File: src/rtl/smr_pkg.sv
package smr_pkg;
   typedef enum logic [1:0] {
      ST_ADDR   = 2'd0,
      ST_STROBE = 2'd1,
      ST_WAIT   = 2'd2,
      ST_DATA   = 2'd3
   } phase_t;
endpackage

File: src/rtl/smr_cfg.sv
module smr_cfg #(
   parameter int EN_W = 2
) (
   input  logic            clk,
   input  logic            rst_n,
   input  logic            cfg_we,
   input  logic [EN_W-1:0] cfg_wdata,
   output logic            en
);
   logic [EN_W-1:0] field_q;

   always_ff @(posedge clk or negedge rst_n) begin
      if (!rst_n)      field_q <= '0;
      else if (cfg_we) field_q <= cfg_wdata;
   end

   assign en = |field_q;


   cfg_reset_off_chk: assert property (@(posedge clk) disable iff (!rst_n)
      (!$past(cfg_we) && !$past(en)) |-> !en);
endmodule

File: src/rtl/smr_seq.sv
module smr_seq
   import smr_pkg::*;
(
   input  logic   clk,
   input  logic   rst_n,
   input  logic   step,
   input  logic   req_valid,
   input  logic   done,
   output phase_t st,
   output logic   hold,
   output logic   cap,
   output logic   accept,
   output logic   busy
);
   phase_t st_q, st_d;
   logic   done_q, hold_q, leave_wait;

   assign busy       = (st_q == ST_STROBE) || (st_q == ST_WAIT);
   assign cap        = done && busy && !done_q;
   assign accept     = step && (st_q == ST_ADDR) && req_valid;
   assign leave_wait = step && (st_q == ST_WAIT) && (done_q || done);

   always_comb begin
      st_d = st_q;
      if (step) begin
         unique case (st_q)
            ST_ADDR:   if (req_valid)  st_d = ST_STROBE;
            ST_STROBE:                 st_d = ST_WAIT;
            ST_WAIT:   if (leave_wait) st_d = ST_DATA;
            ST_DATA:                   st_d = ST_ADDR;
            default:                   st_d = ST_ADDR;
         endcase
      end
   end

   always_ff @(posedge clk or negedge rst_n) begin
      if (!rst_n) begin
         st_q   <= ST_ADDR;
         done_q <= 1'b0;
         hold_q <= 1'b0;
      end else begin
         st_q <= st_d;
         if (leave_wait)        done_q <= 1'b0;
         else if (done && busy) done_q <= 1'b1;
         if (step)              hold_q <= (st_q == ST_DATA);
      end
   end

   assign st   = st_q;
   assign hold = hold_q;


   wait_hold_chk: assert property (@(posedge clk) disable iff (!rst_n)
      (step && st_q == ST_WAIT && !done_q && !done) |=> st_q == ST_WAIT);

   no_step_freeze_chk: assert property (@(posedge clk) disable iff (!rst_n)
      !step |=> $stable(st_q));
endmodule

File: src/rtl/smr_drv.sv
module smr_drv
   import smr_pkg::*;
#(
   parameter int AW        = 32,
   parameter int DW        = 32,
   parameter int FW        = 3,
   parameter int SW        = 2,
   parameter bit LIVE_DATA = 1'b0
) (
   input  logic          clk,
   input  logic          rst_n,
   input  logic          step,
   input  logic          en,
   input  phase_t        st,
   input  logic          hold,
   input  logic          busy,
   input  logic          accept,
   input  logic          cap,
   input  logic [AW-1:0] req_addr,
   input  logic [FW-1:0] req_fc,
   input  logic [SW-1:0] req_size,
   input  logic          req_rd,
   input  logic [DW-1:0] int_data,
   output logic [AW-1:0] ext_addr,
   output logic [FW-1:0] ext_fc,
   output logic [SW-1:0] ext_size,
   output logic          ext_rw,
   output logic          ext_as_n,
   output logic          ext_ds_n,
   output logic [DW-1:0] ext_dout,
   output logic          ext_doe
);
   localparam int CTL_W = AW + FW + SW + 1;

   logic [CTL_W-1:0] ctl_live, ctl_q, ctl_out;
   logic             in_addr;

   assign in_addr  = (st == ST_ADDR);
   assign ctl_live = {req_addr, req_fc, req_size, req_rd};

   always_ff @(posedge clk or negedge rst_n) begin
      if (!rst_n)      ctl_q <= '0;
      else if (accept) ctl_q <= ctl_live;
   end

   assign ctl_out = in_addr ? ctl_live : ctl_q;
   assign {ext_addr, ext_fc, ext_size, ext_rw} = ctl_out;

   assign ext_as_n = 1'b1;
   assign ext_ds_n = ~(en && busy);
   assign ext_doe  = en && ((st == ST_DATA) || (in_addr && hold));

   generate
      if (LIVE_DATA) begin : g_live
         assign ext_dout = int_data;
      end else begin : g_capt
         logic [DW-1:0] data_q;
         always_ff @(posedge clk or negedge rst_n) begin
            if (!rst_n)   data_q <= '0;
            else if (cap) data_q <= int_data;
         end
         assign ext_dout = data_q;


         drive_data_stable_chk: assert property (@(posedge clk) disable iff (!rst_n)
            (ext_doe && $past(ext_doe)) |-> $stable(ext_dout));
      end
   endgenerate


   ctl_hold_chk: assert property (@(posedge clk) disable iff (!rst_n)
      (st != ST_ADDR && $past(st) != ST_ADDR) |-> $stable(ctl_out));

   drive_release_chk: assert property (@(posedge clk) disable iff (!rst_n)
      (step && in_addr && hold) |=> !ext_doe);
endmodule

File: src/rtl/show_mirror.sv
module show_mirror
   import smr_pkg::*;
#(
   parameter int AW        = 32,
   parameter int DW        = 32,
   parameter int FW        = 3,
   parameter int SW        = 2,
   parameter int EN_W      = 2,
   parameter bit LIVE_DATA = 1'b0
) (
   input  logic            clk,
   input  logic            rst_n,
   input  logic            phase_en,
   input  logic            cfg_we,
   input  logic [EN_W-1:0] cfg_wdata,
   input  logic            req_valid,
   input  logic [AW-1:0]   req_addr,
   input  logic [FW-1:0]   req_fc,
   input  logic [SW-1:0]   req_size,
   input  logic            req_rd,
   input  logic [DW-1:0]   int_data,
   input  logic            int_done,
   output logic [AW-1:0]   ext_addr,
   output logic [FW-1:0]   ext_fc,
   output logic [SW-1:0]   ext_size,
   output logic            ext_rw,
   output logic            ext_as_n,
   output logic            ext_ds_n,
   output logic [DW-1:0]   ext_dout,
   output logic            ext_doe
);
   generate
      if (AW < 1 || DW < 1 || FW < 1 || SW < 1) begin : g_bad_width
         $error("show_mirror: all bus widths must be at least 1");
      end
      if (EN_W < 1) begin : g_bad_en
         $error("show_mirror: EN_W must be at least 1");
      end
   endgenerate

   logic   en, hold, cap, accept, busy;
   phase_t st;

   smr_cfg #(.EN_W(EN_W)) u_cfg (
      .clk(clk), .rst_n(rst_n), .cfg_we(cfg_we), .cfg_wdata(cfg_wdata), .en(en)
   );

   smr_seq u_seq (
      .clk(clk), .rst_n(rst_n), .step(phase_en), .req_valid(req_valid),
      .done(int_done), .st(st), .hold(hold), .cap(cap), .accept(accept),
      .busy(busy)
   );

   smr_drv #(.AW(AW), .DW(DW), .FW(FW), .SW(SW), .LIVE_DATA(LIVE_DATA)) u_drv (
      .clk(clk), .rst_n(rst_n), .step(phase_en), .en(en), .st(st), .hold(hold),
      .busy(busy), .accept(accept), .cap(cap), .req_addr(req_addr),
      .req_fc(req_fc), .req_size(req_size), .req_rd(req_rd),
      .int_data(int_data), .ext_addr(ext_addr), .ext_fc(ext_fc),
      .ext_size(ext_size), .ext_rw(ext_rw), .ext_as_n(ext_as_n),
      .ext_ds_n(ext_ds_n), .ext_dout(ext_dout), .ext_doe(ext_doe)
   );


   ds_after_addr_chk: assert property (@(posedge clk) disable iff (!rst_n)
      ($fell(ext_ds_n) && $past(en)) |-> $past(st) == ST_ADDR);
endmodule

File: config.mk
export PLATFORM = sky130hd
export DESIGN_NAME = show_mirror
export DESIGN_NICKNAME = d
export VERILOG_FILES = /design/src/rtl/smr_pkg.sv /design/src/rtl/smr_cfg.sv /design/src/rtl/smr_seq.sv /design/src/rtl/smr_drv.sv /design/src/rtl/show_mirror.sv
export SDC_FILE = /design/constraint.sdc
export NUM_CORES = 1
export LEC_CHECK = 0
export ABC_CLOCK_PERIOD_IN_PS = 3750
export BUFFER_PORTS_ARGS = -buffer_cell sky130_fd_sc_hd__buf_4
export CAP_MARGIN = 0
export CORE_MARGIN = 2
export CORE_UTILIZATION = 51
export CTS_CLUSTER_SIZE = 20
export DETAILED_ROUTE_END_ITERATION = 6
export PLACE_DENSITY = 0.85
export SYNTH_ARGS = -nofsm -noshare
export SYNTH_HDL_FRONTEND = slang
export SYNTH_HIERARCHICAL = 1
export SYNTH_SLANG_ARGS = --single-unit
File: constraint.sdc
create_clock -name clk -period 3.75 [get_ports clk]
set_clock_uncertainty 0.05 [all_clocks]
set_input_delay 0.375 -clock clk [delete_from_list [all_inputs] [get_ports clk]]
set_output_delay 0.375 -clock clk [all_outputs]
set_load 0.02 [all_outputs]
==> flow_summary.toml <==
[yosys]
synthMuxAreaShare = 0.379
avgSynthCellArea_um2 = 15.5
synth_top_area_share = 0.550
synth_xor_area_frac = 0
synthCells = 223
synthTopCellsByArea = "dfrtp_1 (55%), mux2_2 (33%), mux2_4 (4.3%)"
yosys_warnings = 6
syn_nets = 305
synth_largest_area_cell = "dfrtp_1"
synth_top_family_by_area = "multiplexers"
synth_seq_cells = 76
yosys.area_share.simple = 0.0134
ys_seq_area_frac = 0.550
synth_fa_ha_area_frac = 0.0145
syn_area_um2 = 3460
synth_compound_area_frac = 0.00977
yosysUniqueCellTypes = 22

[global_routing]
grt-busiest-layer = "met2"
antenna_found_initial = 0
grtUsageMet2 = 0.350
grt_pass1_wl_um = 11700
use_met3 = 0.0790
grt.total_usage = 0.205
use_met1 = 0.231
grt_overflow = 0
grt_pass1_vias = 2486
grt_max_degree = 77

[setup_path]
cp_slowest_stage_delay_ns = 0.46
crit_buf_inv = 2
crit_family = "buffers and inverters"
crit_path_cell_trace = "nor2_4 > buf_4 > mux2_2 > buf_4"
crit_required_ns = 3.32
r2r-end = "u_drv/ctl_q[31]"
timing.rr.start = "u_seq/st[0]"
ff2ff_path_depth = 4
rrSetupSlack_ns = 1.63
critPathKind = "register to output pin"
end_kind = "output pin"
cp_max_fo = 31
worstPathArrival_ns = 2.09
crit_path_top_delay_cell = "dfrtp_1"
critPathMostFrequentCell = "buf_4"
startpoint = "u_seq/st[1]"
start_kind = "register"

[cells_and_area]
drive_gt1_frac = 0.751
nNetsFinal = 454
diodes = 0
final_core_util = 0.715
area_growth_pct = 38.3
seq_area_um2 = 1900
multiInputGateArea_um2 = 1450
fill_cells = 488
final_cells = 457

[pwr]
leakage_nw = 2.28
ir_worst_vdd_mv = 0.567
power_density_nw_per_um2 = 954

[placement]
place_congestion = 0.722
placed_cells = 441
post-dp-hpwl_um = 5460
io_buffers = 149

[timing]
finalCriticalPeriod_ns = 2.51
rsz0062_at_grt = "false"
period_share = 0.670
relSlewSlack = 0.377
setup-violations-final = 0
tightest_slew_ns = 0.934
drv_slew = 0
fin_tns_setup_ns = 0
finalHoldViolCount = 0
clock.fmax_mhz = 398

[detailed_routing]
vias = 2326
via_per_inst = 5.09
routedWlPerCell_um = 16.1
ant_nets = 0
drc_errors = 0
initialDrtViolationCount = 64
drt-total-wl_um = 7370
drtPass1Iterations = 3

[status]
outcome = "finished clean"

[clock_tree]
clockRootBuffer = "clkbuf_8"
cts_setup_buffers = 0
htree_levels = 3
cts_buffer_depth = 2
holdBufCountCts = 0
cts_tree = "built"
ctsResizeCount = 0
path_clk_slew_ns = 0.08
numCtsBuffers = 9
clock-sinks = 76
clk_latency_ns = 0.33

[die]
num_rows = 30
die_h_um = 86.3
io_pins = 151
start_util = 0.517
coreArea_um2 = 6680
fp.dieArea_um2 = 7450
die_x_um = 86.3

[hold_path]
hold_class = "input port to asynchronous set/reset pin"

[run]
drv_cap = 0
-- sequential cells by signal (all words and copies together), names as in the netlist --
name,count
u_drv/ctl_q,38
u_drv/ext_dout,32
u_cfg/field_q,2
u_seq/st,2
u_seq/done_q,1
u_seq/hold,1
-- per-stage QoR --
| stage | cell area (µm²) | power (mW) | hold slack (ns) | worst slack, ns |
|---|---|---|---|---|
| after floorplan | 3460 | 3.09 | 0.0294 | 1.98 |
| after global placement | 4600 | 3.95 | 0.420 | 1.62 |
| after detailed placement | 4600 | 4.03 | 0.440 | 1.58 |
| after CTS | 4780 | 4.62 | 0.150 | 1.20 |
| after global routing | 4780 | 4.83 | 0.184 | 1.11 |
| final | 4780 | 4.56 | 0.104 | 1.24 |
-- Yosys cell counts --
cell / number
mux2_2: 100
or2_2: 1
ha_1: 4
a21oi_1: 2
buf_2: 4
nor2_1: 2
buf_4: 6
buf_6: 1
mux2i_1: 1
mux2_4: 10
nor2_2: 1
a31o_2: 1
dfrtp_1: 76
conb_1: 1
buf_12: 1
o221ai_2: 1
nand2_1: 2
clkbuf_2: 1
and3_1: 2
mux2_1: 2
nand2b_1: 1
inv_1: 3
-- routing by layer --
metal | wire, µm | up-vias
met1 | 2700 | 1139
met5 | 0 | -
met3 | 738 | 8
met2 | 3850 | 92
met4 | 82 | 0
li1 | - | 1087
-- cell families after synthesis --
family	Yosys count
flops	76
other cells	1
mux	113
fa+ha+maj	4
compound gates	4
buf+inv	16
simple gates	9
-- layout by cell type (no fill, tap or decap), drive strengths merged, types with 2 or more instances in the layout --
cell | synthesis | final
nand2 | 2 | 2
buf | 12 | 151
a21oi | 2 | 2
and3 | 2 | 2
inv | 3 | 6
dfrtp | 76 | 76
ha | 4 | 4
mux2 | 112 | 112
nor2 | 3 | 3
clkbuf | 1 | 9
clkinvlp | 0 | 3
-- power by group --
| group | leakage (nW) | internal [mW] | total (mW) | switching [mW] |
|---|---|---|---|---|
| sequential | 0.906 | 1.23 | 1.46 | 0.227 |
| combinational | 1.29 | 1.33 | 2.53 | 1.20 |
| clock | 0.0829 | 0.248 | 0.568 | 0.320 |
-- worst max-delay path by stage --
stage	endpoint	slack, ns	cells past startpoint
2_1_floorplan	u_drv/ext_dout[0]	1.98	7
3_3_place_gp	ext_addr[3]	1.62	4
3_5_place_dp	ext_addr[3]	1.58	4
4_1_cts	ext_addr[3]	1.20	4
5_1_grt	ext_addr[3]	1.11	4
6_report	ext_addr[5]	1.24	4
-- cell type report --
class,instances,share of cell area
repair buffers,151,0.237
clock buffers,9,0.0259
inverters,3,0.00236
flip-flops and latches,76,0.398
multi-input cells,131,0.304
clock inverters,7,0.0120
well taps,80,0.0209
No activity file was read; power rests on OpenSTA's default activity.
